## src/rtl/pcnt_pkg.sv

```systemverilog
package pcnt_pkg;
    typedef enum logic [1:0] {
        OP_HOLD  = 2'd0,
        OP_COUNT = 2'd1,
        OP_LOAD  = 2'd2,
        OP_CLEAR = 2'd3
    } op_e;
endpackage

```

## src/rtl/pcnt_op_select.sv

```systemverilog
module pcnt_op_select
    import pcnt_pkg::*;
(
    input  logic clear_n,
    input  logic load_n,
    input  logic cnt_en,
    input  logic chain_en,
    output op_e  op
);
    // Fixed priority: clear, then load, then count, else hold
    always_comb begin
        if (!clear_n)
            op = OP_CLEAR;
        else if (!load_n)
            op = OP_LOAD;
        else if (cnt_en && chain_en)
            op = OP_COUNT;
        else
            op = OP_HOLD;
    end
endmodule

```

## src/rtl/pcnt_next_value.sv

```systemverilog
module pcnt_next_value
    import pcnt_pkg::*;
#(
    parameter int WIDTH = 4
) (
    input  op_e              op,
    input  logic [WIDTH-1:0] cur,
    input  logic [WIDTH-1:0] data,
    output logic [WIDTH-1:0] nxt
);
    localparam logic [WIDTH-1:0] ONE = WIDTH'(1);

    always_comb begin
        unique case (op)
            OP_CLEAR: nxt = '0;
            OP_LOAD:  nxt = data;
            OP_COUNT: nxt = cur + ONE;
            OP_HOLD:  nxt = cur;
            default:  nxt = cur;
        endcase
    end
endmodule

```

## src/rtl/pcnt_carry_decode.sv

```systemverilog
module pcnt_carry_decode #(
    parameter int WIDTH = 4
) (
    input  logic [WIDTH-1:0] count,
    input  logic             chain_en,
    output logic             carry
);
    localparam logic [WIDTH-1:0] TERMINAL = {WIDTH{1'b1}};

    always_comb carry = chain_en && (count == TERMINAL);
endmodule

```

## src/rtl/presettable_counter.sv

```systemverilog
module presettable_counter
    import pcnt_pkg::*;
#(
    parameter int WIDTH       = 4,
    parameter bit ASYNC_CLEAR = 1'b1
) (
    input  logic             clk,
    input  logic             clear_n,
    input  logic             load_n,
    input  logic             cnt_en,
    input  logic             chain_en,
    input  logic [WIDTH-1:0] data_in,
    output logic [WIDTH-1:0] count_q,
    output logic             carry_out
);
    op_e              op;
    logic [WIDTH-1:0] count_r;
    logic [WIDTH-1:0] count_nxt;
    logic             carry_w;

    pcnt_op_select u_sel (
        .clear_n (clear_n),
        .load_n  (load_n),
        .cnt_en  (cnt_en),
        .chain_en(chain_en),
        .op      (op)
    );

    pcnt_next_value #(.WIDTH(WIDTH)) u_next (
        .op  (op),
        .cur (count_r),
        .data(data_in),
        .nxt (count_nxt)
    );

    pcnt_carry_decode #(.WIDTH(WIDTH)) u_carry (
        .count   (count_r),
        .chain_en(chain_en),
        .carry   (carry_w)
    );

    // State register: clear timing chosen at build time
    generate
        if (ASYNC_CLEAR) begin : g_async_clr
            always_ff @(posedge clk or negedge clear_n) begin
                if (!clear_n)
                    count_r <= '0;
                else
                    count_r <= count_nxt;
            end
        end else begin : g_sync_clr
            always_ff @(posedge clk) begin
                count_r <= count_nxt;
            end
        end
    endgenerate

    // Outputs
    always_comb begin
        count_q   = count_r;
        carry_out = carry_w;
    end
endmodule

```

## config.mk

```make
export PLATFORM = sky130hd
export DESIGN_NAME = presettable_counter
export DESIGN_NICKNAME = d
export VERILOG_FILES = /design/src/rtl/pcnt_pkg.sv /design/src/rtl/pcnt_op_select.sv /design/src/rtl/pcnt_next_value.sv /design/src/rtl/pcnt_carry_decode.sv /design/src/rtl/presettable_counter.sv
export SDC_FILE = /design/constraint.sdc
export NUM_CORES = 1
export LEC_CHECK = 0
export ABC_CLOCK_PERIOD_IN_PS = 1100
export CAP_MARGIN = 20
export CORE_AREA = 2 2 39 41
export DETAILED_ROUTE_END_ITERATION = 7
export DIE_AREA = 0 0 41 43
export PLACE_DENSITY = 0.46
export SYNTH_ARGS = -nofsm -noshare
export SYNTH_HDL_FRONTEND = slang
export SYNTH_SLANG_ARGS = --single-unit
```

## constraint.sdc

```tcl
create_clock -name clk -period 1.1 [get_ports clk]
set_input_delay 0.22 -clock clk [delete_from_list [all_inputs] [get_ports clk]]
set_output_delay 0.22 -clock clk [all_outputs]
set_load 0.03 [all_outputs]
```

==> flow_metrics.tcl <==
set metrics [dict create \
    core-area_um2 1380 \
    cts_tree "built" \
    synth_area_um2 225 \
    max_clock_freq_mhz 764 \
    ys_types 15 \
    clock_path_buffers 2 \
    io_pins 14 \
    max_cap_violations 0 \
    run_status "finished with violations" \
    die_h_um 43 \
    dieArea_um2 1760 \
    dr.pass1.iters 2 \
    cts_inserted_buffers 3 \
    largest_reg_flops 4 \
    start_util 0.163 \
    p_total_mw 0.532 \
    syn_inst 24 \
    syn_nets 34 \
    ctsRootBufferMaster "clkbuf_4" \
    worstPathArrival_ns 1.09 \
    setup_viol 6 \
    power.leakage_nw 0.237 \
    rows 14 \
    worst_path_max_delay_cell "dfrtp_2" \
    clk_pin_slew_ns 0.04 \
    holdWs_ns 0.352 \
    drive_above_1_share 0.529 \
    ys_seq_area_frac 0.444 \
    grt_antenna_before_repair 0 \
    grt_pass1_vias 309 \
    ir_drop_mv 0.325 \
    fillers 141 \
    ys_warn_count 0 \
    maxSlewViolCount 0 \
    grt.overflow.total 0 \
    wirelength_um 731 \
    crit_type "reg -> out" \
    htree_levels 1 \
    grtUsageTotal 0.108 \
    area_growth_syn_to_layout_pct 132 \
    crit_fanout 2 \
    crit_path_max_incr_delay_ns 0.42 \
    gp_congestion 0.588 \
    synth-seq-cells 4 \
    worstMarginPinSlew_ns 0.231 \
    fin_worst_skew_ns 0.00391 \
    multi_input_area_um2 151 \
    hold_violations 0 \
    rsz0062_at_grt "true" \
    hold_class "in -> async" \
    max-slew-margin-rel 0.846 \
    drc_errors 0 \
    path_cells "ha_4 -> and4_4 -> buf_6" \
    grt_pass1_wl_um 1120 \
    vias_per_cell 4.34 \
    drtIter0Drc 1 \
    wl_per_cell_um 10.9 \
    grt_max_degree 8 \
    reg2regPathDepth 5 \
    ctsHoldBuffers 0 \
    violations "setup timing" \
    die_width_um 41 \
    finalCriticalPeriod_ns 1.31 \
    cts_num_sinks 4 \
    synth.avg_cell_area_um2 9.38 \
    power_density_nw_per_um2 1020 \
    crit_required_ns 0.88 \
    fin_ws_ns -0.209 \
    drtAntennaViolNets 0 \
    clk_latency_ns 0.24 \
    startpoint_type "register" \
    finalCritPeriodShare 1.19 \
    vias 291 \
    io_buffers 13 \
    cp-end-kind "output port" \
    seq_area_um2 104 \
    nNetsFinal 62 \
    diodes 0 \
]
## logic make-up (layout without fill, tap and decap cells)
group | Yosys count | after routing | synth area share
compound gates | 7 | 7 | 0.189
xor+xnor | 2 | 2 | 0.0778
fa+ha+maj | 1 | 1 | 0.0555
buf+inv | 1 | 28 | 0.0167
flops | 4 | 4 | 0.444
simple gates | 9 | 9 | 0.217
## path summary, 6_finish.rpt
kind / from / to / slack (ns)
hold / removal: clear_n / count_q[1]$_DFFE_PN0P_ / 0.35
setup reg to reg: count_q[0]$_DFFE_PN0P_ / count_q[0]$_DFFE_PN0P_ / -0.15
min in group clk: cnt_en / count_q[1]$_DFFE_PN0P_ / 0.42
setup / recovery: count_q[1]$_DFFE_PN0P_ / carry_out / -0.21
hold reg to reg: count_q[3]$_DFFE_PN0P_ / count_q[3]$_DFFE_PN0P_ / 0.60
max in group asynchronous: clear_n / count_q[2]$_DFFE_PN0P_ / 0.65
## cells in the final DEF, fill, tap and decap left out, drive strengths merged
master	instances
a211oi	1
nand2	2
buf	15
ha	1
dfrtp	4
nor2	2
or3	1
a31oi	1
clkbuf	4
a311oi	1
clkdlybuf4s50	6
xor2	2
nand3	3
a21oi	1
and4	1
o21ai	3
inv	1
dlymetal6s2s	2
## Yosys cell counts, drive strengths merged
| library cell | instances | area (µm²) |
|---|---|---|
| or3 | 1 | 6.26 |
| xor2 | 2 | 17.5 |
| a21oi | 1 | 5.00 |
| o21ai | 3 | 15.0 |
| nor2 | 2 | 7.51 |
| and4 | 1 | 10.0 |
| a311oi | 1 | 8.76 |
| ha | 1 | 12.5 |
| a211oi | 1 | 7.51 |
| a31oi | 1 | 6.26 |
| nand2 | 2 | 10.0 |
| inv | 1 | 3.75 |
| dfrtp | 4 | 100 |
| nand3 | 3 | 15.0 |
## power by group
part	total, mW	switching [mW]	internal, mW
sequential	0.172	0.0114	0.160
combinational	0.162	0.0711	0.0907
clock	0.199	0.0624	0.136
## critical path, delay by kind of cell (launching register included)
| kind | cells | cell delay (ns) |
|---|---|---|
| flops | 1 | 0.42 |
| fa+ha+maj | 1 | 0.17 |
| simple gates | 1 | 0.14 |
| buf+inv | 1 | 0.13 |
## area by class of cell
cell class / count / share of cell area
sequential: 4 / 0.199
clock buffer: 4 / 0.0504
timing repair buffer: 23 / 0.415
inverter: 1 / 0.00719
multi-input combinational: 19 / 0.290
tap: 16 / 0.0384
## per-layer routing
layer,vias up,global-route usage,part of all wire
li1,144,-,-
met1,133,0.0645,0.32
met2,10,0.188,0.58
met3,4,0.0471,0.070
met4,0,0.120,0.031
met5,-,0,0
## repair_timing
item,4_1_cts,5_1_grt
gates cloned,0,0
setup buffers,2,2
resized for setup,3,6
endpoints found under the setup margin,3,7
pin swaps,3,5
## through the flow
step	TNS [ns]	cells	setup WS [ns]	util	instance area, µm²
after CTS	-0.512	65	-0.216	0.349	483
after global routing	-0.916	67	-0.241	0.377	522
after detailed placement	-1.20	59	-0.324	0.311	430
after global placement	-1.08	59	-0.295	0.311	430
after floorplan	-0.0396	24	-0.0275	-	248
final	-0.688	67	-0.209	0.377	522
Note: power is estimated with default switching activity, not from simulation.
